<file path="config.mk">
export PLATFORM = sky130hd
export DESIGN_NAME = slowreg_write_sync
export DESIGN_NICKNAME = d
export VERILOG_FILES = /design/src/rtl/swsync_pkg.sv /design/src/rtl/swsync_tick_pick.sv /design/src/rtl/swsync_holder.sv /design/src/rtl/swsync_flags.sv /design/src/rtl/slowreg_write_sync.sv
export SDC_FILE = /design/constraint.sdc
export NUM_CORES = 1
export LEC_CHECK = 0
export ABC_AREA = 1
export BUFFER_PORTS_ARGS = -buffer_cell sky130_fd_sc_hd__buf_4
export CAP_MARGIN = 20
export CORE_ASPECT_RATIO = 0.75
export CORE_UTILIZATION = 51
export CTS_CLUSTER_SIZE = 40
export DETAILED_ROUTE_END_ITERATION = 16
export HOLD_SLACK_MARGIN = 0.15
export PLACE_DENSITY = 0.79
export SETUP_SLACK_MARGIN = 0.1
export SYNTH_ARGS = -nofsm -noshare
export SYNTH_HDL_FRONTEND = slang
export SYNTH_SLANG_ARGS = --single-unit
export TNS_END_PERCENT = 5
</file>
<file path="constraint.sdc">
create_clock -name clk -period 1.7 [get_ports clk]
set_clock_uncertainty 0.2 [all_clocks]
set_input_delay 0.085 -clock clk [delete_from_list [all_inputs] [get_ports clk]]
set_output_delay 0.085 -clock clk [all_outputs]
set_load 0.005 [all_outputs]
</file>
<file path="src/rtl/swsync_pkg.sv">
package swsync_pkg;
  localparam int STS_W    = 16;
  localparam int BUSY_BIT = 14;
  localparam int DONE_BIT = 15;

  function automatic logic pick_tick(input logic prescale, input logic slow, input logic fast);
    return prescale ? slow : fast;
  endfunction

  function automatic logic is_status_code(input logic [7:0] sel, input logic [7:0] code);
    return sel == code;
  endfunction

  function automatic logic [STS_W-1:0] pack_status(input logic done, input logic busy);
    logic [STS_W-1:0] s;
    s = '0;
    s[DONE_BIT] = done;
    s[BUSY_BIT] = busy;
    return s;
  endfunction
endpackage

</file>
<file path="src/rtl/swsync_tick_pick.sv">
module swsync_tick_pick (
  input  logic prescale_en,
  input  logic tick_slow,
  input  logic tick_fast,
  output logic tick_sel
);
  import swsync_pkg::*;
  always_comb tick_sel = pick_tick(prescale_en, tick_slow, tick_fast);
endmodule

</file>
<file path="src/rtl/swsync_holder.sv">
module swsync_holder #(
  parameter int SEL_W  = 3,
  parameter int DATA_W = 32
) (
  input  logic              clk,
  input  logic              rst_n,
  input  logic              tick_sel,
  input  logic              wr_en,
  input  logic              is_sts,
  input  logic [SEL_W-1:0]  wr_sel,
  input  logic [DATA_W-1:0] wr_data,
  output logic              busy,
  output logic              commit_ev,
  output logic              commit_valid,
  output logic [SEL_W-1:0]  commit_sel,
  output logic [DATA_W-1:0] commit_data
);
  logic              pending_q;
  logic [SEL_W-1:0]  hold_sel_q;
  logic [DATA_W-1:0] hold_data_q;
  logic              accept_ev;

  always_comb begin
    accept_ev = wr_en && !is_sts && !pending_q;
    commit_ev = pending_q && tick_sel;
    busy      = pending_q;
  end

  always_ff @(posedge clk) begin
    if (!rst_n) begin
      pending_q    <= 1'b0;
      hold_sel_q   <= '0;
      hold_data_q  <= '0;
      commit_valid <= 1'b0;
      commit_sel   <= '0;
      commit_data  <= '0;
    end else begin
      commit_valid <= commit_ev;
      if (commit_ev) begin
        commit_sel  <= hold_sel_q;
        commit_data <= hold_data_q;
        pending_q   <= 1'b0;
      end else if (accept_ev) begin
        hold_sel_q  <= wr_sel;
        hold_data_q <= wr_data;
        pending_q   <= 1'b1;
      end
    end
  end

  p_commit_pulse_r3: assert property (@(posedge clk) disable iff (!rst_n)
    commit_valid |=> !commit_valid);
  p_commit_clears_busy_r3: assert property (@(posedge clk) disable iff (!rst_n)
    commit_valid |-> !pending_q);
  p_hold_stable_r4: assert property (@(posedge clk) disable iff (!rst_n)
    (pending_q && !tick_sel) |=> (pending_q && $stable(hold_data_q) && $stable(hold_sel_q)));
  p_busy_drop_r4: assert property (@(posedge clk) disable iff (!rst_n)
    (pending_q && wr_en && !is_sts) |=> $stable(hold_data_q));
endmodule

</file>
<file path="src/rtl/swsync_flags.sv">
module swsync_flags (
  input  logic clk,
  input  logic rst_n,
  input  logic set_ev,
  input  logic clr_ev,
  input  logic irq_en,
  output logic done,
  output logic irq
);
  logic done_q;

  always_ff @(posedge clk) begin
    if (!rst_n)      done_q <= 1'b0;
    else if (set_ev) done_q <= 1'b1;
    else if (clr_ev) done_q <= 1'b0;
  end

  always_comb begin
    done = done_q;
    irq  = done_q && irq_en;
  end

  p_set_wins_r8: assert property (@(posedge clk) disable iff (!rst_n)
    set_ev |=> done_q);
  p_clear_r7: assert property (@(posedge clk) disable iff (!rst_n)
    (clr_ev && !set_ev) |=> !done_q);
endmodule

</file>
<file path="src/rtl/slowreg_write_sync.sv">
module slowreg_write_sync #(
  parameter int SEL_W    = 3,
  parameter int DATA_W   = 32,
  parameter int STS_CODE = 7
) (
  input  logic                         clk,
  input  logic                         rst_n,
  input  logic                         prescale_en,
  input  logic                         tick_slow,
  input  logic                         tick_fast,
  input  logic                         irq_en,
  input  logic                         wr_en,
  input  logic [SEL_W-1:0]             wr_sel,
  input  logic [DATA_W-1:0]            wr_data,
  output logic                         commit_valid,
  output logic [SEL_W-1:0]             commit_sel,
  output logic [DATA_W-1:0]            commit_data,
  output logic [swsync_pkg::STS_W-1:0] status,
  output logic                         irq
);
  import swsync_pkg::*;

  logic tick_sel, is_sts, sts_clr_ev, commit_ev, busy, done;

  always_comb begin
    is_sts     = is_status_code(8'(wr_sel), 8'(STS_CODE));
    sts_clr_ev = wr_en && is_sts && wr_data[DONE_BIT];
    status     = pack_status(done, busy);
  end

  swsync_tick_pick u_tick (
    .prescale_en(prescale_en), .tick_slow(tick_slow), .tick_fast(tick_fast), .tick_sel(tick_sel)
  );

  swsync_holder #(.SEL_W(SEL_W), .DATA_W(DATA_W)) u_hold (
    .clk(clk), .rst_n(rst_n), .tick_sel(tick_sel), .wr_en(wr_en), .is_sts(is_sts),
    .wr_sel(wr_sel), .wr_data(wr_data), .busy(busy), .commit_ev(commit_ev),
    .commit_valid(commit_valid), .commit_sel(commit_sel), .commit_data(commit_data)
  );

  swsync_flags u_flags (
    .clk(clk), .rst_n(rst_n), .set_ev(commit_ev), .clr_ev(sts_clr_ev),
    .irq_en(irq_en), .done(done), .irq(irq)
  );

  p_irq_needs_done_r9: assert property (@(posedge clk) disable iff (!rst_n)
    irq |-> status[DONE_BIT]);
  p_commit_sets_done_r3: assert property (@(posedge clk) disable iff (!rst_n)
    commit_valid |-> status[DONE_BIT]);
  p_busy_survives_status_r7: assert property (@(posedge clk) disable iff (!rst_n)
    (busy && !tick_sel && wr_en && is_sts) |=> status[BUSY_BIT]);
endmodule

</file>
== Yosys cells after proc, flatten, opt, wreduce, memory -nomap -nowiden ==
Cells that the tools add are included.
Word-level totals
  flip-flop bits (word level): 73
  latch bits: 0
  RAM bits: 0
  ROM bits: 0
  input port bits: 42
  output and inout port bits: 53
  logic and storage cells: 24
  memories: 0
Cells by class
  add/sub/neg operators: 0
  multipliers: 0
  div/mod/pow operators: 0
  $lt $le $gt $ge: 0
  equality and inequality tests: 1
  shift operators: 0
  mux-type cells: 3
  bitwise gates (word level): 2
  reductions and logical operators: 11
Operator list (count)
  $logic_and 1x1->1: 6
  $eq 3x3->1 const B: 1
  $mux 1: 3
  $logic_not 1->1: 2
  $not 1->1: 2
  $reduce_and 2->1: 1
  $reduce_bool 2->1: 1
  $reduce_or 2->1: 1

== Depth between registers and ports, before layout ==
Gate-level depths: netlist of run 1.
  word-level depth: 5
  depth in mapped cells: 7
  depth with buffers taken out: 5

== Hierarchy ==
A second synthesis of run 1 with hierarchy kept.
Unflattened totals
  cell total of the unflattened synthesis: 380
  area, all modules: 2965.3 um^2
Modules (own cells, without submodules)
  swsync_holder: instances 1, cells each 347, area an instance 2751.4 um^2, seq. area each 1441.4 um^2
  slowreg_write_sync: instances 1, cells each 21, area an instance 147.6 um^2, seq. area each 0.0 um^2
  swsync_flags: instances 1, cells each 8, area an instance 51.3 um^2, seq. area each 20.0 um^2
  swsync_tick_pick: instances 1, cells each 4, area an instance 15.0 um^2, seq. area each 0.0 um^2

== Worst setup path after synthesis of run 1 ==
Ideal clock, no wire load.
  path type: flip-flop to flip-flop
  start point: reg u_hold.pending_q (netlist: u_hold.busy)
  end point: reg u_hold.commit_data[10]
  setup time: 0.114 ns
  arrival time: 0.912 ns
  required time: 1.386 ns
  setup slack: 0.474 ns
  stages on the path, launching flop included: 6
  path buffers: 2
  period minus slack after synthesis: 1.226 ns
  cells stage by stage: dfxtp_1 > nand3_1 > buf_4 > buf_2 > nand3_1 > nand2_1
Between the ends
  cells in the longest elaborated chain, start to end: 1
RTL lines
  from (decl): RTL line swsync_holder.sv:18  | logic pending_q;
  from (signal assigned): RTL line swsync_holder.sv:31  | pending_q <= 1'b0;
  from (signal assigned): RTL line swsync_holder.sv:42  | pending_q <= 1'b0;
  from (signal assigned): RTL line swsync_holder.sv:46  | pending_q <= 1'b1;
  $logic_and 1x1->1: RTL line swsync_holder.sv:25  | commit_ev = pending_q && tick_sel;
  to (signal assigned): RTL line swsync_holder.sv:41  | commit_data <= hold_data_q;
  to (decl): RTL line swsync_holder.sv:16  | output logic [DATA_W-1:0] commit_data
No other way between the ends.
A chain may end at the register's enable or synchronous reset.

== Final worst setup path of run 1 ==
  start point: in prescale_en
  end point: reg u_hold.commit_data[24]
Between the ends
  cells in the longest elaborated chain, start to end: 2
RTL lines
  from (decl): RTL line slowreg_write_sync.sv:8  | input logic prescale_en,
  $mux 1: RTL line swsync_pkg.sv:7  | return prescale ? slow : fast;
  $logic_and 1x1->1: RTL line swsync_holder.sv:25
No other way between the ends.

==> results.py, run 1 <==
metrics = {
    "global_route": {
        "grt_max_degree": 70,
        "overflow": 0,
        "grt_pass1_vias": 2741,
        "grt_antenna_before_repair": 0,
        "grt_pass1_wl_mm": 12.6,
        "grt.total_usage_pct": 24.7,
    },
    "placement": {
        "dp_slack_ps": 271,
        "dpl.hpwl_mm": 4.58,
        "globalplace.congestion": 0.779,
        "place_area_mm2": 0.00370,
        "numPortBuffers": 80,
    },
    "routing": {
        "drtPass1Iterations": 4,
        "num_vias": 3072,
        "drt_wl_total_mm": 7.77,
        "route.detailed.drc": 0,
        "wl_per_cell_um": 12.8,
        "antenna_left": 0,
        "drt_iter0_drc": 168,
        "via_per_inst": 5.04,
    },
    "worst_setup_path": {
        "arrival_ps": 1540,
        "critical_path_class": "in2reg",
        "endpoint_kind": "flop",
        "critical_path_required_ps": 1730,
        "crit_fanout": 13,
        "startpoint_type": "input pin",
    },
    "die": {
        "floorplan.initialDensity_pct": 53.4,
        "rows": 24,
        "die_h_um": 70.0,
        "die_w_um": 92.6,
        "die_area_mm2": 0.00648,
        "coreArea_mm2": 0.00589,
        "io_pins": 95,
    },
    "power": {
        "p_per_area_mw_per_mm2": 885,
        "p_total_w": 0.00379,
        "leakage_nw": 2.19,
        "peakVddDrop_mv": 0.534,
    },
    "min_path": {
        "hold_class": "in2reg",
    },
    "clock_network": {
        "numCtsBuffers": 9,
        "cts_tree": "done",
        "path_clk_slew_ps": 70,
        "cts_htree_levels": 3,
        "clockBufferDepth": 2,
        "clockRootBuffer": "clkbuf_8",
        "insertion_delay_ps": 340,
        "cts.sinks": 73,
    },
    "synthesis": {
        "synth_cell_types": 18,
        "ys_ff_latch": 73,
        "synth_edf_count": 0,
        "synth.area.top_cells": "dfxtp_1, nand3_1, nand2_1, nand4_1, a21oi_1",
        "ys_async_sr_fraction_pct": 0,
        "synth_area_mm2": 0.00314,
        "synth_top_cell_area_share_pct": 46.5,
        "yosysWarnings": 0,
        "syn_inst": 426,
        "avgSynthCellArea_um2": 7.37,
        "synth_area_leader_cell": "dfxtp_1",
        "ys_seq_area_share_pct": 46.5,
        "synth_ff_type": "dfxtp_1",
    },
    "flow_run": {
        "drv_cap": 0,
    },
    "final_layout": {
        "finish.instance_area_mm2": 0.00428,
        "mostFrequentLayoutCells": "buf_4, nand2_1, dfxtp_1, nand3_1",
        "areaGrowthSynthToFinish_pct": 36.3,
        "diodes": 0,
        "layout-drive-gt1-share_pct": 20.5,
        "final_common_cell": "buf_4",
        "post-route-util_pct": 72.7,
        "nets": 569,
    },
    "sta": {
        "tns_ps": 0,
        "min_period_ps": 1500,
        "max_freq_mhz": 665,
        "rsz0062_at_grt": "no",
        "setup_viol": 0,
        "final_hold_viol_count": 0,
        "finalCritPeriodShare_pct": 88.4,
        "setup_ws_ps": 196,
        "drv_slew": 0,
    },
    "outcome": {
        "status": "completed",
    },
}
cell families (layout without fill, tap and decap cells):
family,after synthesis,in the layout,synth area share (%)
flops,73,73,46.5
other cells,1,14,0.119
simple gates,219,219,32.0
buf+inv,92,184,14.8
compound gates,41,41,6.61
final timing paths:
kind | startpoint | to | slack, ps | depth (start not counted)
worst max-delay path | prescale_en | u_hold.commit_data[24] | 200 | 7
worst max register to register | u_hold.busy | u_hold.commit_data[24] | 240 | 4
worst min register to register | u_hold.commit_data[5] | u_hold.commit_data[5] | 260 | 2
worst min-delay path | tick_fast | u_hold.busy | 160 | 6
routing by layer:
layer,vias up,GRT usage [%],routed length [um]
li1,1564,-,-
met5,-,0,0
met2,106,40.7,3830
met4,0,6.32,79
met1,1391,31.4,3350
met3,11,7.73,508
layout make-up:
class	count	area, um^2
clock buffers	12	155
well taps	78	97.6
repair buffers	130	1110
multi-input cells	274	1270
inverters	39	146
clock inverters	3	40.0
flip-flops and latches	73	1460
fillers	465	1600
power by group:
part           switching [W]  internal [W]  total, W
logic               0.000304      0.000279  0.000583
registers          0.0000576       0.00181   0.00187
clock network       0.000595      0.000745   0.00134
sequential cells by signal, summed over array words and instances, names as in the netlist:
name                 count
u_hold.commit_data      32
u_hold.hold_data_q      32
u_hold.commit_sel        3
u_hold.hold_sel_q        3
u_flags.done             1
u_hold.busy              1
u_hold.commit_valid      1
metrics by stage:
stage,hold slack [ps],std cells
global placement,176,556
CTS,155,609
detailed placement,179,556
floorplan,45.0,439
global route,199,609
finish,161,609
repair_timing:
| item | in CTS | in global routing |
|---|---|---|
| buffers inserted | 0 | 0 |
| setup endpoints to repair | 0 | 1 |
| gates resized for setup | 0 | 1 |
| hold buffers | 38 | 0 |
| endpoints found under the hold margin | 56 | 0 |
synth_stat cells (4+ instances only):
master and number:
nand2_1 77, dfxtp_1 73, nand3_1 69, inv_1 38
nor2_1 37, a21oi_1 36, nand4_1 35, buf_4 18
buf_2 17, clkbuf_1 9, buf_1 5, buf_6 4
critical path, cell delays in order:
cell	delay [ps]
dlygate4sd3_1	550
buf_4	150
nand2_1	90
nand3_1	250
buf_4	280
nand3_1	70
nand2_1	60
No activity file was read; power rests on OpenSTA's default activity.
==> run 2, diff against run 1 <==
--- a/config.mk
+++ b/config.mk
@@ -14,6 +14,7 @@
 export DETAILED_ROUTE_END_ITERATION = 16
 export HOLD_SLACK_MARGIN = 0.15
 export PLACE_DENSITY = 0.79
+export RECOVER_POWER = 100
 export SETUP_SLACK_MARGIN = 0.1
 export SYNTH_ARGS = -nofsm -noshare
 export SYNTH_HDL_FRONTEND = slang
==> run 2 against run 1 <==
Against the previous run: via count grew 0.23%; register-to-register slack is essentially flat; maximum frequency shrank 2.9%; sequential share of layout area rose by 0.16 points; count of clock-buffer cells in the layout unchanged; worst hold slack got worse by 15 ps; combinational power is 2% lower; core utilization is 0.34 points lower; non-clock buffer count unchanged; die area is the same; cell count unchanged; design area shrank 0.47%.
==> results.py, run 2 (synthesis results as in run 1) <==
metrics = {
    "outcome": {
        "status": "completed",
    },
    "worst_setup_path": {
        "worstSetupPathDepth": 8,
        "reg2regPathDepth": 4,
        "critPathTopFamily": "buffers and inverters",
        "slowest_stage": "dlygate4sd3_1",
        "startpoint_type": "input pin",
        "max_stage_delay_ps": 540,
        "critical_path_required_ps": 1730,
        "arrival_ps": 1580,
        "endpoint_kind": "flop",
        "critical_path_class": "in2reg",
        "path_cells": "dlygate4sd3_1, clkbuf_1, inv_1, nand2_1, nand3_1, buf_4, nand3_1, nand2_1",
        "path_buf_inv": 4,
        "crit_fanout": 13,
    },
    "routing": {
        "num_vias": 3079,
        "via_per_inst": 5.06,
        "drtPass1Iterations": 5,
        "wl_per_cell_um": 12.6,
        "route.detailed.drc": 0,
        "antenna_left": 0,
        "drt_iter0_drc": 182,
        "drt_wl_total_mm": 7.70,
    },
    "sta": {
        "setup_viol": 0,
        "rsz0062_at_grt": "no",
        "setup_ws_ps": 152,
        "max_freq_mhz": 646,
        "drv_slew": 0,
        "whs_ps": 147,
        "finalCritPeriodShare_pct": 91.1,
        "final_hold_viol_count": 0,
        "min_period_ps": 1550,
        "tns_ps": 0,
    },
    "final_layout": {
        "stdcell_count": 609,
        "post-route-util_pct": 72.4,
        "layout-drive-gt1-share_pct": 20.0,
        "nets": 569,
        "fill_cells": 466,
        "top_regs": "u_hold.commit_data: 32 flops, u_hold.hold_data_q: 32 flops",
        "multi_input_area_mm2": 0.00127,
        "mostFrequentLayoutCells": "nand2_1, dfxtp_1, nand3_1, buf_4, clkbuf_4",
        "areaGrowthSynthToFinish_pct": 35.7,
        "diodes": 0,
        "final_common_cell": "nand2_1",
        "seqCellArea_mm2": 0.00146,
    },
    "clock_network": {
        "clockRootBuffer": "clkbuf_8",
        "insertion_delay_ps": 340,
        "path_clk_slew_ps": 70,
        "cts.sinks": 73,
        "clockBufferDepth": 2,
        "cts_htree_levels": 3,
        "numCtsBuffers": 9,
        "cts_tree": "done",
    },
    "placement": {
        "placed_cells": 556,
        "globalplace.congestion": 0.779,
        "dp_slack_ps": 271,
        "numPortBuffers": 80,
        "dpl.hpwl_mm": 4.58,
    },
    "global_route": {
        "grt_antenna_before_repair": 0,
        "grt_max_degree": 70,
        "grt_pass1_vias": 2741,
        "grt_pass1_wl_mm": 12.6,
        "overflow": 0,
        "grt.total_usage_pct": 24.7,
    },
    "die": {
        "floorplan.initialDensity_pct": 53.4,
        "die_h_um": 70.0,
        "rows": 24,
        "die_area_mm2": 0.00648,
        "io_pins": 95,
        "die_w_um": 92.6,
        "coreArea_mm2": 0.00589,
    },
    "min_path": {
        "hold_class": "in2reg",
        "min_path_cells": 6,
    },
    "power": {
        "leakage_nw": 2.15,
        "p_per_area_mw_per_mm2": 887,
        "peakVddDrop_mv": 0.532,
    },
    "flow_run": {
        "drv_cap": 0,
    },
}
[run 2: power breakdown]
part	leakage (nW)	total [W]	internal (W)	switching (W)
clock network	0.102	0.00134	0.000746	0.000594
logic	1.45	0.000574	0.000272	0.000302
registers	0.597	0.00187	0.00181	0.0000571
total	2.15	0.00378	0.00283	0.000953
[run 2: timing repair]
item,in CTS,in global routing
gates resized for setup,0,1
setup buffers,0,0
hold endpoints to repair,56,0
hold buffers,38,0
setup endpoints to repair,0,1
[run 2: area by class of cell]
type / count / area share [%]
inverter: 39 / 3.44
clock inverter: 3 / 0.940
sequential: 73 / 34.3
multi-input combinational: 274 / 29.8
clock buffer: 12 / 3.64
timing repair buffer: 130 / 25.6
tap: 78 / 2.29
[run 2: per-stage QoR]
stage          instance area [um^2]  total power [W]
2_1_floorplan                  3190          0.00225
3_3_place_gp                   3700          0.00239
3_5_place_dp                   3700          0.00241
4_1_cts                        4280          0.00380
5_1_grt                        4260          0.00396
6_report                       4260          0.00378
[run 2: per-layer routing]
metal	GRT usage [%]	vias up	part of all wire, %
li1	-	1567	-
met1	31.4	1393	43
met2	40.7	110	50
met3	7.73	9	6.4
met4	6.32	0	1.0
met5	0	-	0
[run 2: worst paths after layout]
kind	start	end	slack, ps
worst min register to register	u_hold.commit_data[5]	u_hold.commit_data[5]	260
worst max-delay path	prescale_en	u_hold.commit_data[24]	150
worst min-delay path	tick_fast	u_hold.busy	150
worst max register to register	u_hold.busy	u_hold.commit_data[24]	250
[run 2: tightest hold or removal path, cell delays in order]
cell and delay (ps):
buf_4 80, inv_1 30, nand2_1 70, nand3_1 220
nand2_1 130, nor2_1 40
